==> config.mk <==
export PLATFORM = sky130hd
export DESIGN_NAME = usb_irq_unit
export DESIGN_NICKNAME = d
export VERILOG_FILES = /design/src/rtl/usb_irq_pkg.sv /design/src/rtl/usb_irq_edge.sv /design/src/rtl/usb_irq_status.sv /design/src/rtl/usb_irq_gate.sv /design/src/rtl/usb_irq_unit.sv
export SDC_FILE = /design/constraint.sdc
export NUM_CORES = 1
export LEC_CHECK = 0
export ABC_AREA = 1
export BUFFER_PORTS_ARGS = -buffer_cell sky130_fd_sc_hd__buf_2
export CORE_MARGIN = 2
export CORE_UTILIZATION = 38
export CTS_BUF_LIST = sky130_fd_sc_hd__clkbuf_16
export DETAILED_ROUTE_END_ITERATION = 8
export PLACE_DENSITY = 0.72
export SETUP_SLACK_MARGIN = 0.4
export SLEW_MARGIN = 10
export SYNTH_ARGS = -nofsm -noshare
export SYNTH_HDL_FRONTEND = slang
export SYNTH_SLANG_ARGS = --single-unit
==> constraint.sdc <==
create_clock -name clk -period 0.9 [get_ports clk]
set_input_delay 0.18 -clock clk [delete_from_list [all_inputs] [get_ports clk]]
set_output_delay 0.18 -clock clk [all_outputs]
set_load 0.01 [all_outputs]
==> src/rtl/usb_irq_pkg.sv <==
package usb_irq_pkg;

    localparam int SRC_N = 12;

    // bit positions decoded by software
    localparam int B_XFER   = 0;
    localparam int B_BUSERR = 1;
    localparam int B_PORT   = 2;
    localparam int B_FROLL  = 3;
    localparam int B_SYSERR = 4;
    localparam int B_ASYNC  = 5;
    localparam int B_RESET  = 7;
    localparam int B_SOF    = 8;
    localparam int B_SUSP   = 9;
    localparam int B_LINK   = 11;

    localparam logic [SRC_N-1:0] THR_MASK  = 12'h023;
    localparam logic [SRC_N-1:0] IMM_MASK  = 12'hB9C;
    localparam logic [SRC_N-1:0] IMPL_MASK = THR_MASK | IMM_MASK;
    localparam logic [SRC_N-1:0] LVL_MASK  = 12'hA00;
    localparam logic [SRC_N-1:0] PULSE_MASK = IMPL_MASK & ~LVL_MASK;
    localparam logic [SRC_N-1:0] HOST_ONLY = 12'h028;
    localparam logic [SRC_N-1:0] DEV_ONLY  = 12'h280;
    localparam logic [SRC_N-1:0] HOST_KEEP = IMPL_MASK & ~DEV_ONLY;
    localparam logic [SRC_N-1:0] DEV_KEEP  = IMPL_MASK & ~HOST_ONLY;

endpackage

==> src/rtl/usb_irq_edge.sv <==
module usb_irq_edge #(
    parameter int NLVL = 2
) (
    input  logic            clk,
    input  logic            rst_n,
    input  logic [NLVL-1:0] lvl_i,
    output logic [NLVL-1:0] chg_o
);
    typedef struct packed {
        logic [NLVL-1:0] lvl;
    } edge_st_t;

    edge_st_t st_d, st_q;

    always_comb begin
        st_d     = st_q;
        st_d.lvl = lvl_i;
    end

    always_ff @(posedge clk) begin
        if (!rst_n) st_q <= '0;
        else        st_q <= st_d;
    end

    for (genvar g = 0; g < NLVL; g++) begin : g_lvl
        assign chg_o[g] = lvl_i[g] ^ st_q.lvl[g];


        edge_capture_chk: assert property (@(posedge clk) disable iff (!rst_n)
            chg_o[g] |=> (st_q.lvl[g] != $past(st_q.lvl[g])));
    end

endmodule

==> src/rtl/usb_irq_status.sv <==
module usb_irq_status #(
    parameter int NSRC = usb_irq_pkg::SRC_N
) (
    input  logic            clk,
    input  logic            rst_n,
    input  logic [NSRC-1:0] set_i,
    input  logic [NSRC-1:0] clr_i,
    input  logic [NSRC-1:0] keep_i,
    output logic [NSRC-1:0] sts_q_o,
    output logic [NSRC-1:0] sts_d_o
);
    typedef struct packed {
        logic [NSRC-1:0] sts;
    } sts_st_t;

    sts_st_t st_d, st_q;

    always_comb begin
        st_d     = st_q;
        // set is OR-ed after the clear, so a same-cycle set survives
        st_d.sts = ((st_q.sts & ~clr_i) | set_i) & keep_i;
    end

    always_ff @(posedge clk) begin
        if (!rst_n) st_q <= '0;
        else        st_q <= st_d;
    end

    assign sts_q_o = st_q.sts;
    assign sts_d_o = st_d.sts;


    set_sticky_chk: assert property (@(posedge clk) disable iff (!rst_n)
        (|(set_i & keep_i)) |=>
        ((st_q.sts & $past(set_i & keep_i)) == $past(set_i & keep_i)));


    wr_zero_hold_chk: assert property (@(posedge clk) disable iff (!rst_n)
        1'b1 |=>
        ((($past(st_q.sts) & ~$past(clr_i) & $past(keep_i)) & ~st_q.sts) == '0));


    set_wins_chk: assert property (@(posedge clk) disable iff (!rst_n)
        (|(set_i & clr_i & keep_i)) |=>
        ((st_q.sts & $past(set_i & clr_i & keep_i)) != '0));

endmodule

==> src/rtl/usb_irq_gate.sv <==
module usb_irq_gate #(
    parameter int              NSRC     = usb_irq_pkg::SRC_N,
    parameter logic [NSRC-1:0] THR_M    = usb_irq_pkg::THR_MASK,
    parameter logic [NSRC-1:0] IMM_M    = usb_irq_pkg::IMM_MASK,
    parameter logic [NSRC-1:0] EN_M     = usb_irq_pkg::IMPL_MASK
) (
    input  logic            clk,
    input  logic            rst_n,
    input  logic            en_wr_i,
    input  logic [NSRC-1:0] en_wdata_i,
    input  logic [NSRC-1:0] sts_q_i,
    input  logic [NSRC-1:0] sts_d_i,
    input  logic            tick_i,
    output logic [NSRC-1:0] en_q_o,
    output logic            irq_o
);
    typedef struct packed {
        logic [NSRC-1:0] en;
        logic            fire;
    } gate_st_t;

    gate_st_t st_d, st_q;
    logic     thr_now;
    logic     thr_next;

    always_comb begin
        st_d     = st_q;
        if (en_wr_i) st_d.en = en_wdata_i & EN_M;
        thr_now  = |(sts_q_i & st_q.en & THR_M);
        thr_next = |(sts_d_i & st_d.en & THR_M);
        st_d.fire = thr_next & (st_q.fire | (tick_i & thr_now));
    end

    always_ff @(posedge clk) begin
        if (!rst_n) st_q <= '0;
        else        st_q <= st_d;
    end

    assign en_q_o = st_q.en;
    assign irq_o  = (|(sts_q_i & st_q.en & IMM_M)) | st_q.fire;


    irq_needs_enable_chk: assert property (@(posedge clk) disable iff (!rst_n)
        irq_o |-> (|(sts_q_i & st_q.en)));


    thr_after_tick_chk: assert property (@(posedge clk) disable iff (!rst_n)
        $rose(st_q.fire) |-> $past(tick_i));


    thr_hold_chk: assert property (@(posedge clk) disable iff (!rst_n)
        st_q.fire |-> (|(sts_q_i & st_q.en & THR_M)));

endmodule

==> src/rtl/usb_irq_unit.sv <==
module usb_irq_unit
    import usb_irq_pkg::*;
#(
    parameter int REG_W = 32
) (
    input  logic             clk,
    input  logic             rst_n,
    input  logic             host_mode,
    input  logic             reg_sel,
    input  logic             reg_wr,
    input  logic [REG_W-1:0] reg_wdata,
    output logic [REG_W-1:0] reg_rdata,
    input  logic [SRC_N-1:0] evt_strobe,
    input  logic             suspend_lvl,
    input  logic             ulpi_lvl,
    input  logic             thr_tick,
    output logic             irq
);
    localparam int NLVL = 2;
    localparam int PAD  = REG_W - SRC_N;

    logic [NLVL-1:0]  lvl_chg;
    logic [SRC_N-1:0] set_vec;
    logic [SRC_N-1:0] clr_vec;
    logic [SRC_N-1:0] keep_vec;
    logic [SRC_N-1:0] sts_q;
    logic [SRC_N-1:0] sts_d;
    logic [SRC_N-1:0] en_q;
    logic             unused_wdata_hi;

    assign unused_wdata_hi = ^reg_wdata[REG_W-1:SRC_N];

    usb_irq_edge #(.NLVL(NLVL)) u_edge (
        .clk   (clk),
        .rst_n (rst_n),
        .lvl_i ({ulpi_lvl, suspend_lvl}),
        .chg_o (lvl_chg)
    );

    always_comb begin
        set_vec         = evt_strobe & PULSE_MASK;
        set_vec[B_SUSP] = lvl_chg[0];
        set_vec[B_LINK] = lvl_chg[1];
        clr_vec         = (reg_wr && !reg_sel) ? reg_wdata[SRC_N-1:0] : '0;
        keep_vec        = host_mode ? HOST_KEEP : DEV_KEEP;
    end

    usb_irq_status #(.NSRC(SRC_N)) u_status (
        .clk     (clk),
        .rst_n   (rst_n),
        .set_i   (set_vec),
        .clr_i   (clr_vec),
        .keep_i  (keep_vec),
        .sts_q_o (sts_q),
        .sts_d_o (sts_d)
    );

    usb_irq_gate #(.NSRC(SRC_N)) u_gate (
        .clk        (clk),
        .rst_n      (rst_n),
        .en_wr_i    (reg_wr && reg_sel),
        .en_wdata_i (reg_wdata[SRC_N-1:0]),
        .sts_q_i    (sts_q),
        .sts_d_i    (sts_d),
        .tick_i     (thr_tick),
        .en_q_o     (en_q),
        .irq_o      (irq)
    );

    assign reg_rdata = {{PAD{1'b0}}, (reg_sel ? en_q : sts_q)};


    mode_host_chk: assert property (@(posedge clk) disable iff (!rst_n)
        $past(host_mode) |-> ((sts_q & DEV_ONLY) == '0));


    mode_dev_chk: assert property (@(posedge clk) disable iff (!rst_n)
        !$past(host_mode) |-> ((sts_q & HOST_ONLY) == '0));


    reserved_zero_chk: assert property (@(posedge clk) disable iff (!rst_n)
        ((sts_q | en_q) & ~IMPL_MASK) == '0);


    lvl_flag_chk: assert property (@(posedge clk) disable iff (!rst_n)
        (lvl_chg[1] && keep_vec[B_LINK]) |=> sts_q[B_LINK]);

endmodule

[After elaboration in Yosys (flattened, before gate mapping)]
Index checks and enable logic that the tools add are counted.
Cells by class
  muxes and demuxes: 4
  bitwise logic cells: 12
  reductions and logical operators: 6
Operator list (count)
  $and 12x12->12: 3
  $mux 12: 3
  $not 12->12: 1
  $or 12x12->12: 1
  $mux 10: 1
  $reduce_or 7->1: 1
  $and 6x6->6: 1
  $reduce_or 3->1: 2
  $and 1x1->1: 2
  $logic_and 1x1->1: 2
  $or 1x1->1: 2
  $xor 1x1->1: 2
  $logic_not 1->1: 1
Word-level totals
  output and inout port bits: 33
  register bits: 27
  bits of input ports: 52
  logic and storage cells: 26

[Depth between registers and ports, before layout]
  word-level depth: 10
  gate-level depth with buffers: 8

[Cells and area by module]
A second synthesis with hierarchy kept.
Unflattened totals
  cell total of the unflattened synthesis: 293
  area total of the unflattened synthesis: 1711.6 um2
Modules (own cells, without submodules)
  usb_irq_gate: seq. area each 220.2 um2, area each 614.3 um2, times used 1, cells each 89
  usb_irq_status: seq. area each 240.2 um2, area each 570.5 um2, times used 1, cells each 98
  usb_irq_unit: seq. area each 0.0 um2, area each 434.2 um2, times used 1, cells each 90
  usb_irq_edge: seq. area each 40.0 um2, area each 92.6 um2, times used 1, cells each 16

[Worst setup path before layout]
OpenSTA, ideal clock, no wires.
  path kind: register -> output
  start point: register u_status.st_q, in the netlist u_status.sts_q_o[4]
  end point: output irq
  buffers on the path: 0
  cell stages (with the launch flop): 5
  path slack: 7 ps
  arrival time: 713 ps
  cells stage by stage: dfxtp_1 nand2_1 nand2_1 a221oi_1 nand2_1
Between the ends
  cells in the longest elaborated chain, start to end: 3
Ends and longest elaborated chain
  start, declared: RTL line usb_irq_status.sv:16  | sts_st_t st_d, st_q;
  start signal, assigned: RTL line usb_irq_status.sv:26  | else st_q <= st_d;
  $and 12x12->12
  $reduce_or 7->1: RTL line usb_irq_gate.sv:40  | assign irq_o = (|(sts_q_i & st_q.en & IMM_M)) | st_q.fire;
  $or 1x1->1: RTL line usb_irq_gate.sv:40
  end, declared: RTL line usb_irq_unit.sv:17  | output logic irq
No other way between the ends.

[Worst setup path in the final report]
  start point: register u_status.st_q, in the netlist u_status.sts_q_o[9]
  end point: output irq
The elaborated chain is that of the path after synthesis.

==> key figures <==
Outcome
  – Run status: finished with violations
  – Failing checks: negative setup slack

Clock tree
  – # hold bufs at CTS: 0
  – Maximum buffer depth of the clock tree: 2
  – Worst-Skew Late Latency: 0.25 ns
  – Worst-path clk slew: 0.06 ns
  – CTS tree: yes
  – Num Clock Sinks: 23
  – Htree depth: 1
  – CTS buffer count: 3
  – Clock Root Buffer: clkbuf_16

Placed design
  – I/O Buffers: 36
  – Setup slack at placement: -0.197 ns
  – GPL Wtd Cong: 0.786
  – Dpl cell area: 1710 um2
  – DP HPWL: 2.23 mm

Detailed routing
  – DRC viols: 0
  – 1st-pass router iterations: 4
  – Vias: 1391
  – 1st-iter DRT viols: 44
  – DRT antenna net count: 0
  – Via density per instance: 4.65
  – Final wirelength: 4.13 mm
  – Wire per inst: 13.8 um

Global route
  – Vias in the first global route: 1345
  – Initial antenna violation count: 0
  – All-Layer GR Usage: 0.204
  – GRT overflow: 0
  – First-pass GRT wire length: 5.70 mm
  – Largest net degree at the start of global routing: 15

Synth
  – Top_reg_cell synth: dfxtp_1
  – Area leader, netlist: dfxtp_1
  – Count leader, synth: nand2_1
  – Cell variety after synth: 20
  – Post-synthesis register bit count: 23
  – Synth top area cells: dfxtp_1 37%, nand2_1 18%, buf_4 13%
  – Ys Warns: 0
  – Mapped Area: 1250 um2
  – Avg Inst Size Synth: 6.75 um2
  – Post-synthesis sequential area ratio: 0.367
  – Post-synth EDFFs: 0
  – Most frequent cells after synthesis: 59 x nand2_1, 23 x dfxtp_1, 22 x buf_4
  – Post-synth ARST share: 0
  – Cells after Synth: 186
  – Synth top area share: 0.367

Die
  – DIE AREA: 3780 um2
  – Die W: 61.5 um
  – Ports: 85
  – Core area: 3100 um2
  – Die height: 61.5 um
  – Starting Density: 0.404
  – Row cnt: 20

Timing
  – Final Hold Viols: 0
  – Final setup fails: 12
  – Achievable frequency: 756 MHz
  – Min Tclk post-route: 1.32 ns
  – Clock skew: 0.00117 ns
  – Worst Setup Slack, final: -0.423 ns
  – Setup TNS: -2.35 ns
  – Final worst path period share: 1.47
  – RSZ-0062 raised after global routing: yes
  – Final slew viol count: 0

Setup path
  – CP Max Fanout: 2
  – Critical path required time: 0.72 ns
  – Critical path data arrival time: 1.14 ns
  – Reg2reg start: u_gate.en_q_o[5]$_SDFF_PN0_
  – CP Launch Point: u_status.sts_q_o[9]$_SDFF_PN0_
  – Critical path class: flip-flop to output port
  – Worst setup SP type: flip-flop
  – Worst r2r dst: u_gate.st_q[0]$_SDFF_PN0_
  – Setup crit end kind: output port
  – Flop-to-flop setup slack: -0.09 ns
  – FF-to-FF path depth: 9

Hold path
  – Hold EP: u_status.sts_q_o[4]$_SDFF_PN0_
  – Worst hold start: evt_strobe[4]
  – Worst hold path class: input port to flip-flop
  – Hold depth: 3

Cells and area
  – Area growth, synth to finish: 83.3%
  – Post-layout net count: 308
  – Final instance area: 2300 um2
  – Layout cells sized above 1: 0.694
  – Ant diodes: 0
  – Final design utilization: 0.741

Power
  – Total power: 0.00299 W
  – Leak Pwr: 1.16 nW
  – Pwr dens: 1300 nW/um2
  – IR drop worst, VDD: 726 uV

Run
  – Max Cap Viol: 0
==> report_power, final <==
group / internal [W] / switching (W) / leakage, nW
logic: 0.000423 / 0.000448 / 0.921
registers: 0.00109 / 0.0000540 / 0.197
clock network: 0.000593 / 0.000371 / 0.0423
total: 0.00211 / 0.000874 / 1.16
==> worst max-delay path, cell delays in order (launching register included) <==
cell and delay [ns]:
dfxtp_2 0.33, nand2_1 0.09, nand2_2 0.05, a211oi_2 0.19, nand2_1 0.09, buf_2 0.14
==> worst max-delay path by stage <==
stage | endpoint | cells past startpoint
after global placement | u_status.sts_q_o[3]$_SDFF_PN0_ | 8
after detailed placement | u_status.sts_q_o[2]$_SDFF_PN0_ | 8
after floorplan | irq | 4
after CTS | irq | 5
final | irq | 5
after global routing | irq | 5
==> repair_timing <==
action,CTS,global route
pin swaps,25,23
setup endpoints to repair,32,32
buffers inserted,7,2
gates resized for setup,84,38
==> layout make-up <==
type	instances	area, um2
inverters	19	120
flip-flops and latches	23	488
clock buffers	3	75.1
multi-input cells	138	926
clock inverters	1	3.75
well taps	44	55.1
fillers	225	803
repair buffers	71	632
==> metal layers <==
metal / global-route usage / up-vias / part of all wire
met5: 0 / - / 0
met4: 0.0760 / 0 / 0.048
met3: 0.0273 / 17 / 0.048
met2: 0.374 / 56 / 0.53
met1: 0.240 / 640 / 0.37
li1: - / 678 / -
==> stage by stage <==
stage	hold slack, ns	std cells
after detailed placement	0.397	286
after global placement	0.390	286
final	0.136	299
after CTS	0.136	297
after floorplan	0.251	207
after global routing	0.141	299
==> kinds of logic after synthesis <==
kind of cell,synth area share
buffers and inverters,0.218
AOI/OAI and AO/OA,0.119
and+or+nand+nor,0.279
other,0.00299
xor gates and xnor gates,0.0140
DFF,0.367
==> placed cells by master, fill, tap and decap left out <==
cell       synthesis  routed
dfxtp_2            0      22
nor2_2             1       5
inv_2              3       1
conb_1             1      22
nand2_1           59      17
clkinv_8           0       1
a221oi_2           0       1
clkbuf_16          0       3
o21ai_2            0       6
nand3_1            6       4
dfxtp_1           23       1
xnor2_2            0       2
a21oi_2            0      10
a21oi_1           13       3
nand2_4            1      13
clkinv_16          0       1
buf_2              3      26
buf_8              0       1
nand2_2            3      31
nand3_2            0       2
buf_12             0       2
a211oi_2           0       2
buf_4             22       7
nand2_8            0       2
o21ai_4            0       2
inv_1             16      15
buf_6              2      35
inv_4              0       1
o21ai_1            5       4
inv_8              0       1
nor3_1             2       2
nor2_1            14      10
No activity file was read; power rests on OpenSTA's default activity.
